--- src/rtl/lin_bt_pkg.sv ---
package lin_bt_pkg;

    localparam int SLOT_BITS = 10;

    typedef enum logic [1:0] {
        FLD_SYNC  = 2'd0,
        FLD_IDENT = 2'd1,
        FLD_RESP  = 2'd2,
        FLD_CKSUM = 2'd3
    } field_e;

    typedef enum logic {
        ST_IDLE   = 1'b0,
        ST_TIMING = 1'b1
    } state_e;

endpackage

--- src/rtl/lin_bt_pattern.sv ---
module lin_bt_pattern #(
    parameter int SEL_W     = 3,
    parameter int SLOT_BITS = 10
) (
    input  logic [SEL_W-1:0]     sel_i,
    output logic [SLOT_BITS-1:0] mask_o
);
    // bit p of mask_o marks slot position p (0 start, 1..8 data, 9 stop)
    always_comb begin
        unique case (sel_i)
            SEL_W'(1): mask_o = SLOT_BITS'(10'h101);
            SEL_W'(2): mask_o = SLOT_BITS'(10'h111);
            SEL_W'(3): mask_o = SLOT_BITS'(10'h115);
            SEL_W'(4): mask_o = SLOT_BITS'(10'h155);
            SEL_W'(5): mask_o = SLOT_BITS'(10'h357);
            SEL_W'(6): mask_o = SLOT_BITS'(10'h377);
            SEL_W'(7): mask_o = SLOT_BITS'(10'h37F);
            default:   mask_o = '0;
        endcase
    end
endmodule

--- src/rtl/lin_bt_len.sv ---
module lin_bt_len #(
    parameter int PRE_W     = 8,
    parameter int FRAC_W    = 4,
    parameter int OVS_SHIFT = 4,
    parameter int LEN_W     = 13,
    parameter int FIXED_LEN = 32
) (
    input  logic [PRE_W-1:0]  pre_i,
    input  logic [FRAC_W-1:0] frac_i,
    input  logic              extra_i,
    output logic [LEN_W-1:0]  len_o
);
    logic [LEN_W-1:0] base;

    always_comb begin
        base = (LEN_W'(pre_i) + LEN_W'(1)) << OVS_SHIFT;
        if (pre_i == '0) begin
            len_o = LEN_W'(FIXED_LEN);
        end else begin
            len_o = base + LEN_W'(frac_i) + LEN_W'(extra_i);
        end
    end
endmodule

--- src/rtl/lin_bit_timer.sv ---
module lin_bit_timer
    import lin_bt_pkg::*;
#(
    parameter int PRE_W  = 8,
    parameter int FRAC_W = 4,
    parameter int SEL_W  = 3
) (
    input  logic              clk,
    input  logic              rst_n,
    input  logic              sob_i,
    input  logic              master_i,
    input  logic [1:0]        field_i,
    input  logic [PRE_W-1:0]  pre_i,
    input  logic [FRAC_W-1:0] frac_i,
    input  logic [SEL_W-1:0]  sel_i,
    output logic              bit_end_o,
    output logic [3:0]        bit_idx_o
);
    localparam int OVS_SHIFT = 4;
    localparam int FIXED_LEN = 32;
    localparam int LEN_W     = PRE_W + OVS_SHIFT + 1;
    localparam int IDX_W     = 4;
    localparam logic [IDX_W-1:0] LAST_IDX = IDX_W'(SLOT_BITS - 1);

    state_e                 state_q, state_d;
    logic [IDX_W-1:0]       idx_q;
    logic [LEN_W-1:0]       cnt_q;
    logic [PRE_W-1:0]       pre_q;
    logic [FRAC_W-1:0]      frac_q;
    logic [SLOT_BITS-1:0]   mask_q;
    logic                   mod_q;

    logic [SLOT_BITS-1:0]   mask_new;
    logic                   mod_new;
    logic                   extra;
    logic [LEN_W-1:0]       cur_len;
    logic                   at_end;

    lin_bt_pattern #(.SEL_W(SEL_W), .SLOT_BITS(SLOT_BITS)) u_pattern (
        .sel_i  (sel_i),
        .mask_o (mask_new)
    );

    lin_bt_len #(
        .PRE_W(PRE_W), .FRAC_W(FRAC_W), .OVS_SHIFT(OVS_SHIFT),
        .LEN_W(LEN_W), .FIXED_LEN(FIXED_LEN)
    ) u_len (
        .pre_i   (pre_q),
        .frac_i  (frac_q),
        .extra_i (extra),
        .len_o   (cur_len)
    );

    // stretch enable: identifier/response always, sync only for a master
    always_comb begin
        unique case (field_e'(field_i))
            FLD_IDENT, FLD_RESP: mod_new = 1'b1;
            FLD_SYNC:            mod_new = master_i;
            default:             mod_new = 1'b0;
        endcase
    end

    assign extra  = mod_q & mask_q[idx_q];
    assign at_end = (state_q == ST_TIMING) && (cnt_q == cur_len);

    // next state: T_START, T_RESTART, T_NEXT, T_DONE
    always_comb begin
        state_d = state_q;
        unique case (state_q)
            ST_IDLE: begin
                if (sob_i) state_d = ST_TIMING;                  // T_START
            end
            ST_TIMING: begin
                if (sob_i)                            state_d = ST_TIMING; // T_RESTART
                else if (at_end && idx_q == LAST_IDX) state_d = ST_IDLE;   // T_DONE
                else                                  state_d = ST_TIMING; // T_NEXT / count
            end
            default: state_d = ST_IDLE;
        endcase
    end

    // state register
    always_ff @(posedge clk or negedge rst_n) begin
        if (!rst_n) state_q <= ST_IDLE;
        else        state_q <= state_d;
    end

    // slot datapath: settings capture, bit counter, position index
    always_ff @(posedge clk or negedge rst_n) begin
        if (!rst_n) begin
            idx_q  <= '0;
            cnt_q  <= LEN_W'(1);
            pre_q  <= '0;
            frac_q <= '0;
            mask_q <= '0;
            mod_q  <= 1'b0;
        end else if (sob_i) begin
            idx_q  <= '0;
            cnt_q  <= LEN_W'(1);
            pre_q  <= pre_i;
            frac_q <= frac_i;
            mask_q <= mask_new;
            mod_q  <= mod_new;
        end else if (state_q == ST_TIMING) begin
            if (at_end) begin
                cnt_q <= LEN_W'(1);
                if (idx_q != LAST_IDX) idx_q <= idx_q + IDX_W'(1);
            end else begin
                cnt_q <= cnt_q + LEN_W'(1);
            end
        end
    end

    // outputs
    always_comb begin
        bit_end_o = at_end;
        bit_idx_o = idx_q;
    end
endmodule

--- config.mk ---
export PLATFORM = sky130hd
export DESIGN_NAME = lin_bit_timer
export DESIGN_NICKNAME = d
export VERILOG_FILES = /design/src/rtl/lin_bt_pkg.sv /design/src/rtl/lin_bt_pattern.sv /design/src/rtl/lin_bt_len.sv /design/src/rtl/lin_bit_timer.sv
export SDC_FILE = /design/constraint.sdc
export NUM_CORES = 1
export LEC_CHECK = 0
export BUFFER_PORTS_ARGS = -buffer_cell sky130_fd_sc_hd__buf_2
export CAP_MARGIN = 20
export CORE_MARGIN = 4
export CORE_UTILIZATION = 45
export CTS_CLUSTER_SIZE = 8
export DETAILED_ROUTE_END_ITERATION = 10
export HOLD_SLACK_MARGIN = 0.12
export PLACE_DENSITY = 0.71
export SLEW_MARGIN = 10
export SYNTH_ARGS = -nofsm -noshare
export SYNTH_HDL_FRONTEND = slang
export SYNTH_HIERARCHICAL = 1
export SYNTH_SLANG_ARGS = --single-unit
--- constraint.sdc ---
create_clock -name clk -period 3.4 [get_ports clk]
set_input_delay 0.17 -clock clk [delete_from_list [all_inputs] [get_ports clk]]
set_output_delay 0.17 -clock clk [all_outputs]
set_load 0.1 [all_outputs]
==> impl_metrics.py <==
metrics = {
    "run_status": {
        "status": "complete, but fails checks",
        "violations": "negative setup slack",
    },
    "sta": {
        "finalMaxSlewViolations": 0,
        "min_period_ns": 3.93,
        "final_hold_viol_count": 0,
        "clock_skew_ns": 0.00756,
        "relSlewSlack": 0.394,
        "tightest_slew_ns": 0.908,
        "post-route-period-util": 1.16,
        "timing.fmax_mhz": 254,
        "fin_ws_ns": -0.531,
        "rsz0062_at_grt": "yes",
        "setup_viol": 19,
        "holdWs_ns": 0.135,
        "fin_setup_tns_ns": -5.06,
    },
    "worst_setup_path": {
        "rr_worst_depth": 13,
        "end_kind": "output port",
        "cp_slowest_cell": "mux4_2",
        "crit_fanout": 4,
        "crit_required_ns": 3.23,
        "cp.arrival_ns": 3.76,
        "rrSetupSlack_ns": -0.42,
        "critical_path_class": "flop to output port",
        "reg2reg_from": "bit_idx_o[0]$_DFFE_PN0P_",
        "worst_setup_path_start_kind": "flop",
        "crit_start": "bit_idx_o[0]$_DFFE_PN0P_",
        "cp_cell_sequence": "mux4_2 > mux2_4 > o211a_1 > ha_4 > nand4_1 > buf_4 > nor3_1 > or3b_2 > xnor2_1 > nand4_4 > nor4_4 > and2_4 > buf_12",
        "rr_endpoint": "bit_idx_o[1]$_DFFE_PN0P_",
        "cpPeakStageDelay_ns": 0.50,
    },
    "logic_synthesis": {
        "async_reset_ff_frac": 1.00,
        "yosysTopAreaCell": "dfrtp_1",
        "netlist_instances": 271,
        "syn_avg_cell_area_um2": 10.2,
        "synth_nets": 302,
        "ys.flop_type": "dfrtp_1",
        "synth_top_area_frac": 0.363,
        "synth_cell_types": 57,
        "synth.area.top_cells": "dfrtp_1, mux2_2, xnor2_1, ha_1, nor2_1",
        "syn-cell-area_um2": 2760,
        "yosysSeqAreaShare": 0.372,
        "synth_enable_flop_cells": 0,
        "synth-seq-cells": 41,
        "synth-warning-count": 6,
    },
    "clocking": {
        "cts.sinks": 41,
        "clkTransAtPathRegs_ns": 0.08,
        "numCtsBuffers": 5,
        "clockRootBuffer": "clkbuf_8",
        "clockBufferDepth": 2,
        "clock_latency_ns": 0.30,
        "tritoncts": "done",
        "htreeDepth": 2,
    },
    "placed_design": {
        "pre_cts_slack_ns": -0.348,
        "numPortBuffers": 25,
        "gp_congestion": 0.801,
        "dp_hpwl_um": 4010,
    },
    "die": {
        "rows": 28,
        "die_y_um": 86.3,
        "core_area_um2": 5920,
        "die_x_um": 86.3,
        "initial_core_util": 0.466,
        "io_pins": 26,
        "die_area_um2": 7450,
    },
    "route": {
        "drt_iter0_drc": 86,
        "ant_nets": 0,
        "drt-total-wl_um": 6030,
        "wire_per_inst_um": 15.1,
        "drc": 0,
        "avgViaCountPerCell": 5.42,
        "dr.pass1.iters": 5,
        "route.vias.total": 2161,
    },
    "grt": {
        "grt_overflow": 0,
        "grt_pass1_wl_um": 9940,
        "grt_max_degree": 42,
        "antenna_found_initial": 0,
        "grt_pass1_vias": 2166,
        "grtUsageTotal": 0.167,
    },
    "power": {
        "ir_worst_vdd_v": 0.000231,
        "leakage_nw": 1.46,
        "power.density_nw_per_um2": 366,
    },
    "hold_path": {
        "min_delay_path_depth": 2,
        "holdPathEnd": "pre_q[0]$_DFFE_PN0P_",
        "worstHoldStart": "pre_i[0]",
        "hold_class": "primary input to flop",
    },
    "flow_run": {
        "cap_violations": 0,
    },
    "layout": {
        "final_nets": 354,
        "diodes": 0,
        "syn2layout_area_growth_pct": 26.2,
        "drive_above_1_share": 0.373,
    },
}
-- critical path: cells and delay by family (launching register included) --
family	cells	cell delay (ns)
compound gates	1	0.25
xor+xnor	1	0.24
fa+ha+maj	1	0.18
buf+inv	2	0.29
flops	1	0.45
mux	2	0.78
simple gates	6	1.27
-- cell families after synthesis --
group / count (synthesis) / synth area share
buffers and inverters: 29 / 0.0535
and+or+nand+nor: 95 / 0.198
DFF: 41 / 0.372
adders and majority gates: 10 / 0.0453
muxes: 32 / 0.137
other: 1 / 0.00136
xor gates and xnor gates: 33 / 0.107
AOI/OAI and AO/OA: 30 / 0.0848
-- synthesized netlist by cell type (3+ instances only) --
master	instances
dfrtp_1	40
xnor2_1	30
mux2_2	27
nor2_1	26
inv_1	13
nand2_1	13
ha_1	10
nand3_1	10
a21oi_1	7
clkbuf_1	6
nand4_1	6
nor3_1	6
nor4_1	6
nor2b_1	5
buf_4	4
o21ai_0	4
buf_6	3
mux2i_1	3
or3_1	3
-- report_power, final --
group	switching (mW)	internal [mW]
clock network	0.185	0.220
registers	0.0397	0.518
logic	0.153	0.158
-- state kept, by name, summed over array words and instances, names as in the netlist --
name	count
cnt_q	13
mask_q	10
pre_q	8
bit_idx_o	4
frac_q	4
mod_q	1
state_q	1
-- timing repair --
action / 4_1_cts / 5_1_grt
endpoints found under the hold margin: 51 / 0
pin swaps: 14 / 15
hold buffers: 12 / 0
gates cloned: 0 / 1
resized for setup: 11 / 15
setup buffers: 3 / 5
endpoints found under the setup margin: 19 / 19
-- how the worst max path moves through the flow --
stage                               endpoint  slack (ns)  cells past startpoint
finish                             bit_end_o       -0.53                     13
global route                       bit_end_o       -0.69                     13
CTS                                bit_end_o       -0.53                     15
detailed placement  bit_idx_o[1]$_DFFE_PN0P_       -0.35                     12
global placement    bit_idx_o[0]$_DFFE_PN0P_       -0.26                     12
floorplan                          bit_end_o       -0.55                     14
-- layer usage --
metal  part of all wire  track usage
met3              0.041       0.0304
met5                  0            0
met2               0.51        0.296
met1               0.44        0.208
met4             0.0090       0.0467
-- area by class of cell --
type | instances | area, µm²
Clock buffer | 5 | 68.8
Clock inverter | 3 | 46.3
Fill cell | 499 | 2440
Inverter | 13 | 48.8
Multi-Input combinational cell | 201 | 1720
Sequential cell | 41 | 1030
Tap cell | 75 | 93.8
Timing Repair Buffer | 61 | 470
-- through the flow --
step / instances / utilization / instance area (µm²) / power (mW)
floorplan: 271 / - / 2820 / 0.754
global placement: 371 / 0.518 / 3060 / 0.819
detailed placement: 371 / 0.518 / 3060 / 0.827
CTS: 394 / 0.572 / 3390 / 1.26
global route: 399 / 0.588 / 3480 / 1.33
finish: 399 / 0.588 / 3480 / 1.27
-- layout by cell type, fill, tap and decap left out, types with 3 or more instances in the layout --
cell type       n
mux2_4          4
buf_2          24
nor4_1          4
a21oi_1         3
clkbuf_8        5
xnor2_2         3
buf_6           8
nor3_1          5
nor2b_1         5
dlygate4sd3_1  12
nand3_1        10
a21oi_2         4
buf_4          16
nand2_1        13
ha_1            8
mux2_2         23
nor4_4          4
xnor2_1        27
or3_1           3
inv_1          13
o21ai_0         4
nor2_1         24
mux2i_1         3
nand4_1         6
dfrtp_1        37
Power figures use the tool's default switching activity.
